`config.mk`:
```
export PLATFORM = sky130hd
export DESIGN_NAME = port_serial_writer
export DESIGN_NICKNAME = d
export VERILOG_FILES = /design/src/rtl/spw_pkg.sv /design/src/rtl/spw_cfg_reg.sv /design/src/rtl/spw_phase_timer.sv /design/src/rtl/spw_bit_seq.sv /design/src/rtl/port_serial_writer.sv
export SDC_FILE = /design/constraint.sdc
export NUM_CORES = 1
export LEC_CHECK = 0
export BUFFER_PORTS_ARGS = -buffer_cell sky130_fd_sc_hd__buf_4
export CAP_MARGIN = 10
export CORE_UTILIZATION = 52
export DETAILED_ROUTE_END_ITERATION = 7
export GPL_ROUTABILITY_DRIVEN = 0
export HOLD_SLACK_MARGIN = 0.15
export MAX_ROUTING_LAYER = met4
export PLACE_DENSITY = 0.78
export SETUP_SLACK_MARGIN = 0.2
export SYNTH_ARGS = -nofsm -noshare
export SYNTH_HDL_FRONTEND = slang
export SYNTH_HIERARCHICAL = 1
export SYNTH_SLANG_ARGS = --single-unit
```
`constraint.sdc`:
```
create_clock -name clk -period 4.25 [get_ports clk]
set_clock_uncertainty 0.05 [all_clocks]
set_input_delay 0.85 -clock clk [delete_from_list [all_inputs] [get_ports clk]]
set_output_delay 0.85 -clock clk [all_outputs]
set_load 0.005 [all_outputs]
```
`src/rtl/spw_pkg.sv`:
```
package spw_pkg;
  localparam int unsigned SEL_W  = 8;
  localparam int unsigned CFG_W  = 2 * SEL_W + 1;
  localparam int unsigned BYTE_W = 8;
  localparam int unsigned BIT_IW = $clog2(BYTE_W);

  typedef enum logic [1:0] {
    PH_IDLE   = 2'd0,
    PH_CLK_LO = 2'd1,
    PH_DATA   = 2'd2,
    PH_CLK_HI = 2'd3
  } phase_e;

  // bit 16 order flag, 15:8 data pins, 7:0 clock pins
  typedef struct packed {
    logic             msb_first;
    logic [SEL_W-1:0] dat_sel;
    logic [SEL_W-1:0] clk_sel;
  } cfg_t;
endpackage

```
`src/rtl/spw_cfg_reg.sv`:
```
module spw_cfg_reg
  import spw_pkg::*;
#(
  parameter int unsigned      PORT_W   = 18,
  parameter logic [PORT_W-1:0] CHG_MASK = '1
) (
  input  logic              clk,
  input  logic              rst_n,
  input  logic              cfg_valid,
  input  logic [CFG_W-1:0]  cfg_word,
  input  logic [PORT_W-1:0] oe_bits,
  input  logic              busy,
  output logic [SEL_W-1:0]  clk_sel,
  output logic [SEL_W-1:0]  dat_sel,
  output logic              msb_first,
  output logic              cfg_err
);
  cfg_t              req;
  logic [PORT_W-1:0] req_clk_w;
  logic [PORT_W-1:0] req_dat_w;
  logic              clk_ok;
  logic              dat_ok;
  logic              take;

  assign req       = cfg_t'(cfg_word);
  assign req_clk_w = PORT_W'(req.clk_sel);
  assign req_dat_w = PORT_W'(req.dat_sel);

  // each mask must touch a changeable pin and an enabled output
  assign clk_ok  = (|(req_clk_w & CHG_MASK)) && (|(req_clk_w & oe_bits));
  assign dat_ok  = (|(req_dat_w & CHG_MASK)) && (|(req_dat_w & oe_bits));
  assign take    = cfg_valid && !busy;
  assign cfg_err = cfg_valid && (busy || !(clk_ok && dat_ok));

  always_ff @(posedge clk) begin
    if (!rst_n) begin
      clk_sel   <= '0;
      dat_sel   <= '0;
      msb_first <= 1'b0;
    end else if (take) begin
      msb_first <= req.msb_first;
      if (clk_ok && dat_ok) begin
        clk_sel <= req.clk_sel;
        dat_sel <= req.dat_sel;
      end else begin
        clk_sel <= '0;
        dat_sel <= '0;
      end
    end
  end
endmodule

```
`src/rtl/spw_phase_timer.sv`:
```
module spw_phase_timer #(
  parameter int unsigned LEN_W = 8
) (
  input  logic             clk,
  input  logic             rst_n,
  input  logic             load,
  input  logic [LEN_W-1:0] len,
  output logic             done
);
  logic [LEN_W-1:0] left;
  logic [LEN_W-1:0] reload;

  // a zero length behaves as one cycle
  assign reload = (len == '0) ? '0 : len - LEN_W'(1);

  always_ff @(posedge clk) begin
    if (!rst_n)
      left <= '0;
    else if (load)
      left <= reload;
    else if (left != '0)
      left <= left - LEN_W'(1);
  end

  assign done = (left == '0);
endmodule

```
`src/rtl/spw_bit_seq.sv`:
```
module spw_bit_seq
  import spw_pkg::*;
#(
  parameter int unsigned LEN_W = 8
) (
  input  logic              clk,
  input  logic              rst_n,
  input  logic              go,
  input  logic              cfg_hold,
  input  logic              msb_first,
  input  logic [BYTE_W-1:0] byte_in,
  input  logic [LEN_W-1:0]  len,
  output logic              ready,
  output logic              busy,
  output logic              ent_lo,
  output logic              ent_data,
  output logic              ent_hi,
  output logic              bit_val
);
  phase_e            st;
  phase_e            st_n;
  logic [BYTE_W-1:0] shreg;
  logic [BIT_IW-1:0] bit_idx;
  logic              done;
  logic              load;
  logic              last;
  logic              fetch;
  logic              advance;

  spw_phase_timer #(.LEN_W(LEN_W)) u_timer (
    .clk   (clk),
    .rst_n (rst_n),
    .load  (load),
    .len   (len),
    .done  (done)
  );

  assign last    = (bit_idx == BIT_IW'(BYTE_W - 1));
  assign busy    = (st != PH_IDLE);
  assign ready   = !cfg_hold && ((st == PH_IDLE) || (st == PH_CLK_HI && last && done));
  assign bit_val = msb_first ? shreg[BYTE_W-1] : shreg[0];

  always_comb begin
    st_n     = st;
    load     = 1'b0;
    ent_lo   = 1'b0;
    ent_data = 1'b0;
    ent_hi   = 1'b0;
    fetch    = 1'b0;
    advance  = 1'b0;
    case (st)
      PH_IDLE: begin
        if (go) begin
          st_n = PH_CLK_LO; load = 1'b1; ent_lo = 1'b1; fetch = 1'b1;
        end
      end
      PH_CLK_LO: begin
        if (done) begin
          st_n = PH_DATA; load = 1'b1; ent_data = 1'b1;
        end
      end
      PH_DATA: begin
        if (done) begin
          st_n = PH_CLK_HI; load = 1'b1; ent_hi = 1'b1;
        end
      end
      PH_CLK_HI: begin
        if (done) begin
          if (!last) begin
            st_n = PH_CLK_LO; load = 1'b1; ent_lo = 1'b1; advance = 1'b1;
          end else if (go) begin
            st_n = PH_CLK_LO; load = 1'b1; ent_lo = 1'b1; fetch = 1'b1;
          end else begin
            st_n = PH_IDLE;
          end
        end
      end
      default: st_n = PH_IDLE;
    endcase
  end

  always_ff @(posedge clk) begin
    if (!rst_n) begin
      st      <= PH_IDLE;
      shreg   <= '0;
      bit_idx <= '0;
    end else begin
      st <= st_n;
      if (fetch) begin
        shreg   <= byte_in;
        bit_idx <= '0;
      end else if (advance) begin
        shreg   <= msb_first ? {shreg[BYTE_W-2:0], 1'b0} : {1'b0, shreg[BYTE_W-1:1]};
        bit_idx <= bit_idx + BIT_IW'(1);
      end
    end
  end
endmodule

```
`src/rtl/port_serial_writer.sv`:
```
module port_serial_writer
  import spw_pkg::*;
#(
  parameter int unsigned       PORT_W    = 18,
  parameter int unsigned       LEN_W     = 8,
  parameter logic [PORT_W-1:0] CHG_MASK  = PORT_W'(18'h3FF0F),
  parameter logic [PORT_W-1:0] RESET_VAL = '0
) (
  input  logic              clk,
  input  logic              rst_n,
  input  logic              cfg_valid,
  input  logic [CFG_W-1:0]  cfg_word,
  input  logic [PORT_W-1:0] oe_bits,
  input  logic [LEN_W-1:0]  phase_len,
  input  logic              port_wr,
  input  logic [PORT_W-1:0] port_wr_val,
  input  logic              in_valid,
  output logic              in_ready,
  input  logic [BYTE_W-1:0] in_byte,
  output logic [PORT_W-1:0] port_dout,
  output logic              busy,
  output logic              err
);
  logic [SEL_W-1:0]  clk_sel;
  logic [SEL_W-1:0]  dat_sel;
  logic [PORT_W-1:0] clk_w;
  logic [PORT_W-1:0] dat_w;
  logic              msb_first;
  logic              cfg_err;
  logic              masks_ok;
  logic              take;
  logic              go;
  logic              ent_lo;
  logic              ent_data;
  logic              ent_hi;
  logic              bit_val;

  generate
    if (PORT_W == SEL_W) begin : g_same
      assign clk_w = clk_sel;
      assign dat_w = dat_sel;
    end else begin : g_ext
      assign clk_w = {{(PORT_W - SEL_W){1'b0}}, clk_sel};
      assign dat_w = {{(PORT_W - SEL_W){1'b0}}, dat_sel};
    end
  endgenerate

  spw_cfg_reg #(.PORT_W(PORT_W), .CHG_MASK(CHG_MASK)) u_cfg (
    .clk       (clk),
    .rst_n     (rst_n),
    .cfg_valid (cfg_valid),
    .cfg_word  (cfg_word),
    .oe_bits   (oe_bits),
    .busy      (busy),
    .clk_sel   (clk_sel),
    .dat_sel   (dat_sel),
    .msb_first (msb_first),
    .cfg_err   (cfg_err)
  );

  assign masks_ok = (|clk_sel) && (|dat_sel);
  assign take     = in_valid && in_ready;
  assign go       = take && masks_ok;

  spw_bit_seq #(.LEN_W(LEN_W)) u_seq (
    .clk       (clk),
    .rst_n     (rst_n),
    .go        (go),
    .cfg_hold  (cfg_valid),
    .msb_first (msb_first),
    .byte_in   (in_byte),
    .len       (phase_len),
    .ready     (in_ready),
    .busy      (busy),
    .ent_lo    (ent_lo),
    .ent_data  (ent_data),
    .ent_hi    (ent_hi),
    .bit_val   (bit_val)
  );

  // read-modify-write of the selected pins only
  always_ff @(posedge clk) begin
    if (!rst_n)
      port_dout <= RESET_VAL;
    else if (ent_lo)
      port_dout <= port_dout & ~clk_w;
    else if (ent_data)
      port_dout <= bit_val ? (port_dout | dat_w) : (port_dout & ~dat_w);
    else if (ent_hi)
      port_dout <= port_dout | clk_w;
    else if (port_wr && !busy)
      port_dout <= port_wr_val;
  end

  always_ff @(posedge clk) begin
    if (!rst_n)
      err <= 1'b0;
    else
      err <= cfg_err || (take && !masks_ok);
  end
endmodule

```
Word-level counts from Yosys, hierarchy flattened
Index checks and enable logic that the tools add are counted.

word-level totals
  register bits after elaboration = 57
  input bits = 74

operators by class
  add/sub/neg operators = 3
  equal/unequal tests = 8
  multiplexer cells = 35
  bitwise logic cells = 9
  reduce and logical (&&, ||, !) cells = 37

operator list
  kind                                                                      count
  18-bit two-way mux                                                        5
  8-bit two-way mux                                                         8
  18-bit bitwise AND                                                        2
  8-bit by 18-bit bitwise AND with 18-bit output                            2
  8-bit inverter with 18-bit output                                         2
  18-bit by 8-bit bitwise OR with 18-bit output                             2
  18-bit OR reduction                                                       2
  8-bit zero test                                                           2
  8-bit OR reduction                                                        2
  8-bit by 1-bit subtractor with 8-bit output (second input constant)       2
  1-bit logical AND                                                         13
  1-bit two-way mux                                                         13
  2-bit two-way mux                                                         5
  2-bit case mux with 4 select lines                                        1
  8-bit nonzero test                                                        1
  4-bit OR reduction                                                        2
  2-bit by 1-bit inequality test with 1-bit output (second input constant)  3
  2-bit nonzero test                                                        3
  2-bit == test (second input constant)                                     2
  1-bit zero test                                                           4
  1-bit case mux with 2 select lines                                        2
  4-bit AND reduction                                                       1
  4-bit nonzero test                                                        1
  2-bit OR reduction                                                        2
  other kinds (8)                                                           10

Depth between registers and ports, before layout
Gate-level depths: netlist of run 1.

  depth in word-level cells = 12
  depth in mapped cells = 19

By module
The synthesis of run 1 kept the hierarchy.

by module, submodules not included
  module              times used  cells each  area an instance (um2)
  port_serial_writer  1           144         1,209.9
  spw_bit_seq         1           99          839.6
  spw_cfg_reg         1           57          681.9
  spw_phase_timer     1           71          609.3

Worst setup path before layout of run 1
OpenSTA, ideal clock, no wires.

  path kind = reg-to-reg
  start point = reg u_seq.u_timer.left[0]
  end point = reg port_dout[10]
  arrival = 3.321 ns
  setup slack = 0.763 ns
  stages on the path, launching flop included = 20
  buffers on the path = 2
  period minus slack after synthesis = 3.487 ns
  path through = dfxtp_1 -> inv_1 -> ha_1 -> or3b_2 -> clkbuf_1 -> or2_1 -> inv_1 -> a31oi_1 -> nor2_1 -> nand2_1 -> nor2_1 -> inv_1 -> nor2_1 -> nor2_1 -> nor2_1 -> nor2_4 -> nand3b_1 -> buf_6 -> mux2i_1 -> nor2b_1

on the way
  cells in the longest elaborated chain, start to end = 11

ends and longest elaborated chain
  item                                                                RTL line                              source
  from (decl)                                                         spw_phase_timer.sv:10                 logic [LEN_W-1:0] left;
  from (signal assigned)                                              spw_phase_timer.sv:20                 left <= reload;
  from (signal assigned)                                              spw_phase_timer.sv:22                 left <= left - LEN_W'(1);
  8-bit zero test (*)                                                 spw_phase_timer.sv:25                 assign done = (left == '0);
  named net u_seq.done                                                spw_bit_seq.sv:24                     logic done;
  1-bit logical AND (*)                                               spw_bit_seq.sv:40                     assign ready = !cfg_hold && ((st == PH_IDLE) || (st == PH_CLK_HI && last && done));
  1-bit logical OR (*)                                                spw_bit_seq.sv:40
  1-bit logical AND (*)                                               spw_bit_seq.sv:40
  named net in_ready                                                  port_serial_writer.sv:18              output logic in_ready,
  1-bit logical AND (*)                                               port_serial_writer.sv:62              assign take = in_valid && in_ready;
  1-bit logical AND (*)                                               port_serial_writer.sv:63              assign go = take && masks_ok;
  named net go                                                        port_serial_writer.sv:32              logic go;
  1-bit two-way mux (*)                                               spw_bit_seq.sv:53, spw_bit_seq.sv:71
  1-bit two-way mux                                                   spw_bit_seq.sv:69                     if (!last) begin
  1-bit two-way mux                                                   spw_bit_seq.sv:68                     if (done) begin
  1-bit case mux with 2 select lines (*)                              spw_bit_seq.sv:51                     case (st)
  named net ent_lo                                                    port_serial_writer.sv:33              logic ent_lo;
  4-bit nonzero test (no line) or 18-bit two-way mux (tied branches)  n/a
  to (signal assigned)                                                port_serial_writer.sv:86              port_dout <= port_dout & ~clk_w;
  to (signal assigned)                                                port_serial_writer.sv:88              port_dout <= bit_val ? (port_dout | dat_w) : (port_dout & ~dat_w);
  to (signal assigned)                                                port_serial_writer.sv:90              port_dout <= port_dout | clk_w;
  to (decl)                                                           port_serial_writer.sv:20              output logic [PORT_W-1:0] port_dout,

The timed path passes the listed nets; every way through them passes the cells marked *.
A chain may end at the register's enable or synchronous reset.

Final worst setup path of run 1
  start point = reg u_seq.u_timer.left[1]
  end point = reg u_seq.u_timer.left[5]

on the way
  cells in the longest elaborated chain, start to end = 11

ends and longest elaborated chain
  item                                                     RTL line                              source
  8-bit zero test (*)                                      spw_phase_timer.sv:25
  named net u_seq.done                                     spw_bit_seq.sv:24
  1-bit logical AND (*)                                    spw_bit_seq.sv:40
  1-bit logical OR (*)                                     spw_bit_seq.sv:40
  1-bit logical AND (*)                                    spw_bit_seq.sv:40
  1-bit logical AND (*)                                    port_serial_writer.sv:62
  1-bit logical AND (*)                                    port_serial_writer.sv:63
  named net go                                             port_serial_writer.sv:32
  1-bit two-way mux (*)                                    spw_bit_seq.sv:53, spw_bit_seq.sv:71
  1-bit two-way mux                                        spw_bit_seq.sv:69
  1-bit two-way mux                                        spw_bit_seq.sv:68
  1-bit case mux with 3 select lines (*)                   spw_bit_seq.sv:51
  named net u_seq.load                                     spw_bit_seq.sv:25                     logic load;
  8-bit two-way mux or 2-bit nonzero test (tied branches)  n/a

The timed path passes the listed nets; every way through them passes the cells marked *. The select of a mux whose other input is x is not followed.

==> impl_metrics.json, run 1 <==
{
  "synth_edf_count": 0,
  "yosys_warnings": 6,
  "busiest_layer": "met2",
  "whs_ns": 0.462,
  "max_cap_viol_count": 0,
  "rsz0062_at_grt": "no",
  "clk_latency_ns": 0.33,
  "cts_resized": 0,
  "nNetsFinal": 538,
  "cts_root_buffer": "clkbuf_8",
  "ant_nets": 0,
  "r2r_cells": 17,
  "holdPathEnd": "u_seq/bit_idx[1]",
  "seqPwrFrac": 0.374,
  "tightestPinTransition_ns": 1.09,
  "powerDensity_mw_per_mm2": 490,
  "n_fill_cell": 529,
  "detail_route.wl_per_cell_um": 15.6,
  "synth_area_leaders": "dfxtp_1 (34%), mux2i_1 (5.7%), o211ai_1 (5.2%)",
  "synth_top_family_by_area": "compound AO/OA/AOI/OAI gates",
  "ir_drop_mv": 0.296,
  "crit_path_frequent_cell": "inv_1",
  "cpPeakStageDelay_ns": 0.53,
  "die_width_um": 82.2,
  "r2r_start": "u_seq/u_timer/left[1]",
  "p_clk_frac": 0.218,
  "chipHeight_um": 82.2,
  "ys_seq_area_frac": 0.342,
  "setup_tns_ns": 0,
  "clk_path_buf_depth": 2,
  "grt_use_total": 0.262,
  "grt_antenna_before_repair": 0,
  "max_slew_margin": 0.272,
  "fin_ws_ns": 0.552,
  "drtIter0Drc": 160,
  "cp-start-kind": "register",
  "clock.fmax_mhz": 270,
  "yosys.area_share.simple": 0.190,
  "r2r_end": "u_seq/u_timer/left[5]",
  "leakage_nw": 1.79,
  "grt-ovfl-total": 0,
  "slowest_stage": "or3b_2",
  "dp_slack_ns": 0.609,
  "min_path_cells": 2,
  "cp_num_buf_inv": 4,
  "critPathTopFamily": "simple AND/OR/NAND/NOR gates",
  "synthDistinctLibCells": 61,
  "met2_usage": 0.456,
  "start_util": 0.551,
  "synth.top_cell.area_share": 0.342,
  "grt_pass1_vias": 2974,
  "drcViolationCount": 0,
  "path_cells": "inv_1, ha_1, or3b_2, or2_1, inv_1, a31oi_1, nor2_1, nand2_1, nor2_1, inv_1, a21boi_0, o21ai_0, o21ai_0, buf_4, o31ai_2, a211o_1, o31ai_1",
  "hp-class": "register to register",
  "setup_viol": 0,
  "synth_top_flop_cell": "dfxtp_1",
  "syn_nets": 455,
  "path_max_fanout": 13,
  "rows": 28,
  "drv_slew": 0,
  "status": "complete, no violations",
  "synth-xor-area-share": 0.0210,
  "yosysTopAreaCell": "dfxtp_1",
  "drive_above_1_share": 0.279,
  "min-delay-start": "u_seq/bit_idx[1]",
  "cts_tree": "yes",
  "sw_frac_of_total": 0.355,
  "clk_pin_slew_worst_paths_ns": 0.06,
  "routed_wl_um": 8270,
  "ys_ff_latch": 57,
  "grt_first_pass_wirelength_um": 13100,
  "final_core_util": 0.690,
  "syn_area_per_cell_um2": 9.00,
  "critPathRequiredTime_ns": 4.43,
  "yosys-top-cells-count": "dfxtp_1 (57), nor2_1 (29), o211ai_1 (23)",
  "syn_inst": 371,
  "grt_max_degree": 41,
  "dieArea_mm2": 0.00675,
  "p_comb_frac": 0.409,
  "diodes": 0,
  "core_area_mm2": 0.00606,
  "synth_fa_ha_area_frac": 0.0375,
  "cp.arrival_ns": 3.88,
  "worst_setup_path_end_kind": "register",
  "synthMuxAreaShare": 0.0603,
  "globalRouteMet3Util": 0.0516,
  "firstDrtPassIters": 4,
  "vias": 3155,
  "via_per_inst": 5.94,
  "async_flop_share": 0,
  "p_int_w": 0.00132,
  "synth.most_common_cell": "dfxtp_1",
  "post_cts_buffers": 0,
  "cts_buffers": 9,
  "use_met1": 0.297,
  "period_share": 0.870,
  "cts_hold_buf": 0,
  "hold_violations": 0,
  "htree_levels": 3,
  "syn_area_mm2": 0.00334,
  "ff2ff_setup_slack_ns": 0.55,
  "syn_to_final_growth_pct": 25.1,
  "port_buffers": 84,
  "power_switching_w": 0.000725,
  "critPathKind": "register to register",
  "cts.sinks": 57,
  "hpwlAfterDp_um": 6110,
  "min_period_ns": 3.70,
  "io-pin-count": 95,
  "synth_compound_area_frac": 0.296
}
==> cell families after synthesis <==
kind of cell	after synthesis
and+or+nand+nor	110
buffers and inverters	40
adders and majority gates	10
DFF	57
muxes	20
xor gates and xnor gates	8
AOI/OAI and AO/OA	126
==> per-layer routing <==
metal	part of all wire	wire [um]
met5	0	0
met4	0.0074	61
met2	0.52	4280
met3	0.038	316
met1	0.44	3610
==> worst register-to-register path, stage by stage, from the launching register on <==
cell      delay [ns]
dfxtp_1         0.34
inv_1           0.07
ha_1            0.20
or3b_2          0.53
or2_1           0.29
inv_1           0.20
a31oi_1         0.18
nor2_1          0.15
nand2_1         0.08
nor2_1          0.17
inv_1           0.12
a21boi_0        0.22
o21ai_0         0.09
o21ai_0         0.17
buf_4           0.22
o31ai_2         0.15
a211o_1         0.30
o31ai_1         0.08
==> power by group through the flow <==
| stage | Combinational (W) | Clock [W] | Sequential, W |
|---|---|---|---|
| 2_1_floorplan | 0.000586 | 0 | 0.000746 |
| 3_3_place_gp | 0.000808 | 0 | 0.000766 |
| 3_5_place_dp | 0.000828 | 0 | 0.000772 |
| 4_1_cts | 0.000833 | 0.000457 | 0.000761 |
| 5_1_grt | 0.000921 | 0.000479 | 0.000778 |
| 6_report | 0.000836 | 0.000446 | 0.000764 |
==> final cells by class <==
type,count,area [um^2],area share
Timing Repair Buffer,89,668,0.160
Multi-Input combinational cell,274,2020,0.484
Inverter,23,86.3,0.0207
Clock buffer,13,169,0.0404
Sequential cell,57,1140,0.273
Tap cell,75,93.8,0.0225
==> cell usage in the layout (no fill, tap or decap), drive strengths merged, types with 3 or more instances in the layout <==
cell,n
xnor2,5
dfxtp,57
nor2,30
o21ai,9
o31ai,5
nor4,7
nand2,21
a211oi,7
o21a,4
clkbuf,13
mux2i,19
nand2b,5
nand3,4
nor2b,18
a21oi,13
o211a,4
inv,23
a22oi,8
a22o,16
or4,5
o311ai,8
a2bb2oi,7
ha,10
or3,3
a21boi,7
o211ai,25
buf,89
xor2,3
nor3,4
==> metrics by stage <==
stage | instances | area (um^2) | power, W
finish | 531 | 4180 | 0.00205
global route | 531 | 4180 | 0.00218
CTS | 531 | 4180 | 0.00205
detailed placement | 518 | 4010 | 0.00160
global placement | 518 | 4010 | 0.00157
floorplan | 371 | 3340 | 0.00133
==> worst max-delay path by stage <==
stage,from,to,slack (ns),cells past startpoint
final,u_seq/u_timer/left[1],u_seq/u_timer/left[5],0.55,17
after CTS,u_seq/u_timer/left[0],u_seq/u_timer/left[5],0.58,17
after floorplan,u_seq/u_timer/left[0],port_dout[10],0.76,19
after global placement,u_seq/u_timer/left[0],u_seq/u_timer/left[5],0.67,17
after detailed placement,u_seq/u_timer/left[0],u_seq/u_timer/left[5],0.61,17
after global routing,u_seq/u_timer/left[0],u_seq/u_timer/left[5],0.21,17
Note: power is estimated with default switching activity, not from simulation.
==> run 2, diff against run 1 <==
- CORE_UTILIZATION: 52 -> 48
- PLACE_DENSITY: 0.78 -> 0.75
- SYNTH_HIERARCHICAL: 1 -> not set
- clock period: 4.25 -> 3 ns (I/O delays scaled with it)
==> run 2 against run 1 <==
Against the previous run: setup slack lost 0.16 ns; non-clock buffer count unchanged; first-iteration DRC count up 73%; largest cell class unchanged; wire length is 12% higher.
==> impl_metrics.json, run 2 <==
{
  "status": "complete, no violations",
  "path_max_fanout": 9,
  "r2r_cells": 5,
  "nNetsFinal": 563,
  "powerDensity_mw_per_mm2": 810,
  "max_slew_margin": 0.591,
  "ir_drop_mv": 0.410,
  "drtIter0Drc": 277,
  "grt_max_degree": 59,
  "r2r_start": "u_seq.u_timer.left[2]",
  "regArea_mm2": 0.00114,
  "ys_ff_latch": 57,
  "syn_to_final_growth_pct": 26.3,
  "period_share": 0.870,
  "tightestPinTransition_ns": 0.614,
  "core_area_mm2": 0.00687,
  "n_fill_cell": 594,
  "min_period_ns": 2.61,
  "crit_start": "u_seq.u_timer.left[2]",
  "drive_above_1_share": 0.267,
  "cts_tree": "yes",
  "io-pin-count": 95,
  "drv_slew": 0,
  "via_per_inst": 5.85,
  "yosysTopAreaCell": "dfxtp_1",
  "ant_nets": 0,
  "syn_area_mm2": 0.00346,
  "busiest_layer": "met2",
  "fin_ws_ns": 0.391,
  "globalRouteMet3Util": 0.0341,
  "rows": 30,
  "crit_end": "in_ready",
  "dp.cells": 564,
  "max_cap_viol_count": 0,
  "dp_slack_ns": 0.600,
  "clk_latency_ns": 0.34,
  "cts_root_buffer": "clkbuf_8",
  "critPathRequiredTime_ns": 2.35,
  "clk_pin_slew_worst_paths_ns": 0.07,
  "hpwlAfterDp_um": 6630,
  "yosys_warnings": 0,
  "synth.top_cell.area_share": 0.330,
  "synthDistinctLibCells": 56,
  "synth.most_common_cell": "dfxtp_1",
  "yosys-top-cells-count": "dfxtp_1 (57), nand2_1 (48), mux2i_1 (32), nor2_1 (32), a22oi_1 (24)",
  "design_area_mm2": 0.00437,
  "cp.arrival_ns": 1.96,
  "final_cell_mix": "buf_4 (89), dfxtp_1 (57), nand2_1 (48)",
  "syn_nets": 488,
  "hp-class": "register to register",
  "port_buffers": 84,
  "r2r_end": "u_seq.st[0]",
  "clk_path_buf_depth": 2,
  "cp-start-kind": "register",
  "grt_first_pass_wirelength_um": 15000,
  "async_flop_share": 0,
  "syn_inst": 404,
  "detail_route.wl_per_cell_um": 16.0,
  "finalNonFillerCells": 580,
  "htree_levels": 3,
  "clock.fmax_mhz": 383,
  "chipHeight_um": 86.9,
  "grt_use_total": 0.259,
  "vias": 3392,
  "hold_violations": 0,
  "use_met1": 0.339,
  "critPathKind": "register to output pin",
  "cts_hold_buf": 0,
  "die_width_um": 86.9,
  "grt-ovfl-total": 0,
  "grt_pass1_vias": 3183,
  "leakage_nw": 1.94,
  "drcViolationCount": 0,
  "power.total_w": 0.00354,
  "grt_antenna_before_repair": 0,
  "worst_setup_path_end_kind": "output pin",
  "min_path_cells": 2,
  "routed_wl_um": 9250,
  "cts.sinks": 57,
  "synth_edf_count": 0,
  "rsz0062_at_grt": "no",
  "place_area_mm2": 0.00414,
  "diodes": 0,
  "multi_input_area_mm2": 0.00217,
  "ff2ff_setup_slack_ns": 0.63,
  "met2_usage": 0.410,
  "start_util": 0.503,
  "final_common_cell": "buf_4",
  "synth_area_leaders": "dfxtp_1 (33%), mux2i_1 (9.3%), a22oi_1 (5.2%)",
  "setup_viol": 0,
  "cts_buffers": 9,
  "dieArea_mm2": 0.00755,
  "setup_tns_ns": 0,
  "synth_top_flop_cell": "dfxtp_1",
  "firstDrtPassIters": 5,
  "syn_area_per_cell_um2": 8.56,
  "ys_seq_area_frac": 0.330
}
[run 2: power breakdown]
part,total [W],switching [W],internal [W],leakage [nW]
Clock,0.000801,0.000312,0.000489,0.113
Sequential,0.00115,0.000193,0.000952,0.468
Combinational,0.00159,0.000852,0.000742,1.36
[run 2: worst min-delay path by stage]
stage | slack, ns | to | startpoint
after CTS | 0.41 | port_dout[15] | port_dout[15]
final | 0.40 | port_dout[15] | port_dout[15]
after detailed placement | 0.40 | port_dout[14] | port_dout[14]
after global routing | 0.43 | port_dout[17] | port_dout[17]
after global placement | 0.39 | port_dout[11] | port_dout[11]
after floorplan | 0.40 | port_dout[10] | port_dout[10]
[run 2: layout make-up]
class                           instances  share of cell area
Clock buffer                           11              0.0324
Clock inverter                          5              0.0180
Inverter                               12              0.0103
Multi-Input combinational cell        310               0.498
Sequential cell                        57               0.261
Tap cell                               96              0.0275
Timing Repair Buffer                   89               0.153
[run 2: cell families after synthesis]
logic type | Yosys count | share of synthesized area
AOI/OAI and AO/OA | 110 | 0.231
buffers and inverters | 37 | 0.0434
adders and majority gates | 10 | 0.0362
and+or+nand+nor | 137 | 0.204
muxes | 45 | 0.135
xor gates and xnor gates | 8 | 0.0203
DFF | 57 | 0.330
[run 2: metal layers]
metal  routed length (um)  vias to the layer above
li1                     -                     1665
met3                  497                       16
met2                 4390                      120
met1                 4210                     1591
met4                  155                        0
met5                    0                        -
[run 2: worst max-delay path, stage by stage, from the launching register on]
cell and delay (ns):
dfxtp_1 0.37, nor4_4 0.60, a41o_2 0.38, nor2b_1 0.16
buf_4 0.12
[run 2: repair_timing]
item	CTS	global route
endpoints found under the setup margin	0	1
buffers inserted	0	0
gates resized for setup	0	1
[run 2: stage by stage]
stage | utilization | hold slack (ns)
2_1_floorplan | - | 0.401
3_3_place_gp | 0.603 | 0.393
3_5_place_dp | 0.603 | 0.398
4_1_cts | 0.635 | 0.411
5_1_grt | 0.636 | 0.428
6_report | 0.636 | 0.405
==> run 3, diff against run 2 <==
- CORE_MARGIN: not set -> 5
- PLACE_DENSITY: 0.75 -> not set
- PLACE_DENSITY_LB_ADDON: not set -> 0.2
==> run 3 against run 2 <==
Against the previous run: via count increased by 1.2%; flip-flop and latch count unchanged; die area increased by 19%; final cell count increased by 0.52%; critical path type unchanged; combinational power about the same; sequential power about the same; non-clock buffer count increased by 1; highest routed layer unchanged.
==> impl_metrics.json, run 3 (synthesized netlist as in run 2, its figures left out) <==
{
  "status": "complete, no violations",
  "path_max_fanout": 7,
  "rows": 31,
  "clk_latency_ns": 0.33,
  "hp-class": "register to register",
  "ir_drop_mv": 0.346,
  "cts_root_buffer": "clkbuf_8",
  "finalNonFillerCells": 583,
  "p_int_w": 0.00216,
  "regArea_mm2": 0.00114,
  "htree_levels": 3,
  "powerDensity_mw_per_mm2": 800,
  "drcViolationCount": 0,
  "ant_nets": 0,
  "seqPwrFrac": 0.329,
  "die_width_um": 94.9,
  "clock.fmax_mhz": 384,
  "cp.arrival_ns": 1.96,
  "cts_tree": "yes",
  "hold_violations": 0,
  "n_fill_cell": 657,
  "grt_antenna_before_repair": 0,
  "core_area_mm2": 0.00714,
  "detail_route.wl_per_cell_um": 16.1,
  "final_cell_mix": "buf_4 (90), dfxtp_1 (57), nand2_1 (48)",
  "grt_pass1_vias": 3312,
  "leakage_nw": 1.94,
  "port_buffers": 84,
  "vias": 3433,
  "start_util": 0.485,
  "routed_wl_um": 9370,
  "cp-start-kind": "register",
  "dp_slack_ns": 0.613,
  "cts_buffers": 9,
  "worst_setup_path_end_kind": "output pin",
  "setup_viol": 0,
  "power_switching_w": 0.00133,
  "sw_frac_of_total": 0.382,
  "cts.sinks": 57,
  "hpwlAfterDp_um": 6840,
  "post_cts_buffers": 0,
  "dp.cells": 568,
  "final_common_cell": "buf_4",
  "diodes": 0,
  "clk_pin_slew_worst_paths_ns": 0.06,
  "critPathKind": "register to output pin",
  "grt_max_degree": 38,
  "io-pin-count": 95,
  "firstDrtPassIters": 5,
  "drv_slew": 0,
  "cts_hold_buf": 0,
  "grt_use_total": 0.220,
  "rsz0062_at_grt": "no",
  "max_slew_margin": 0.609,
  "dieArea_mm2": 0.00900,
  "multi_input_area_mm2": 0.00217,
  "tightestPinTransition_ns": 0.582,
  "period_share": 0.869,
  "p_comb_frac": 0.452,
  "clk_path_buf_depth": 2,
  "fin_ws_ns": 0.393,
  "design_area_mm2": 0.00437,
  "nNetsFinal": 564,
  "syn_to_final_growth_pct": 26.4,
  "drtIter0Drc": 317,
  "max_cap_viol_count": 0,
  "place_area_mm2": 0.00415,
  "grt-ovfl-total": 0,
  "critPathRequiredTime_ns": 2.35,
  "min_period_ns": 2.61,
  "setup_tns_ns": 0,
  "grt_first_pass_wirelength_um": 15400,
  "via_per_inst": 5.89,
  "p_clk_frac": 0.219,
  "chipHeight_um": 94.9,
  "drive_above_1_share": 0.269
}
run 3: cell count changes in the layout (fill, tap and decap cells not counted), sizes merged:
| cell | previous run | this run |
|---|---|---|
| clkbuf | 11 | 13 |
| bufinv | 2 | 1 |
| clkinv | 4 | 2 |
| buf | 89 | 90 |
run 3: cell type report:
class                   count  area share
clock inverters             2     0.00801
well taps                  99      0.0283
multi-input cells         310       0.497
clock buffers              13      0.0409
inverters                  12      0.0103
flip-flops and latches     57       0.261
repair buffers             90       0.155
run 3: per-stage QoR:
| step | hold WS, ns | power, W | util |
|---|---|---|---|
| after global placement | 0.396 | 0.00267 | 0.582 |
| after CTS | 0.410 | 0.00348 | 0.612 |
| after detailed placement | 0.402 | 0.00271 | 0.582 |
| after floorplan | 0.401 | 0.00219 | - |
| after global routing | 0.438 | 0.00375 | 0.613 |
| final | 0.410 | 0.00350 | 0.613 |
run 3: worst max-delay path, cell delays in order, from the launching register on:
cell	delay, ns
dfxtp_1	0.33
inv_1	0.12
ha_1	0.21
nor3b_4	0.36
a41o_2	0.33
nor2b_1	0.16
buf_4	0.12
run 3: power groups by stage:
stage	logic, W	registers [W]	clock network [W]
global placement	0.00153	0.00115	0
finish	0.00158	0.00115	0.000765
floorplan	0.00108	0.00111	0
global route	0.00175	0.00118	0.000818
detailed placement	0.00155	0.00115	0
CTS	0.00156	0.00114	0.000779
run 3: metal layers:
metal	vias to the layer above	global-route usage	share of wire
li1	1674	-	-
met1	1582	0.292	0.45
met2	161	0.334	0.45
met3	16	0.0446	0.075
met4	0	0.0721	0.017
met5	-	-	0
run 3: repair_timing:
item	in CTS	in global routing
hold endpoints to repair	0	0
resized for setup	0	1
setup endpoints to repair	0	1
run 3: path summary, 6_finish.rpt:
check	cells after the start	start	slack [ns]	to
min	2	port_dout[10]	0.41	port_dout[10]
min reg2reg	2	port_dout[10]	0.41	port_dout[10]
max	6	u_seq.u_timer.left[0]	0.39	in_ready
max reg2reg	5	u_seq.u_timer.left[2]	0.62	u_seq.st[0]
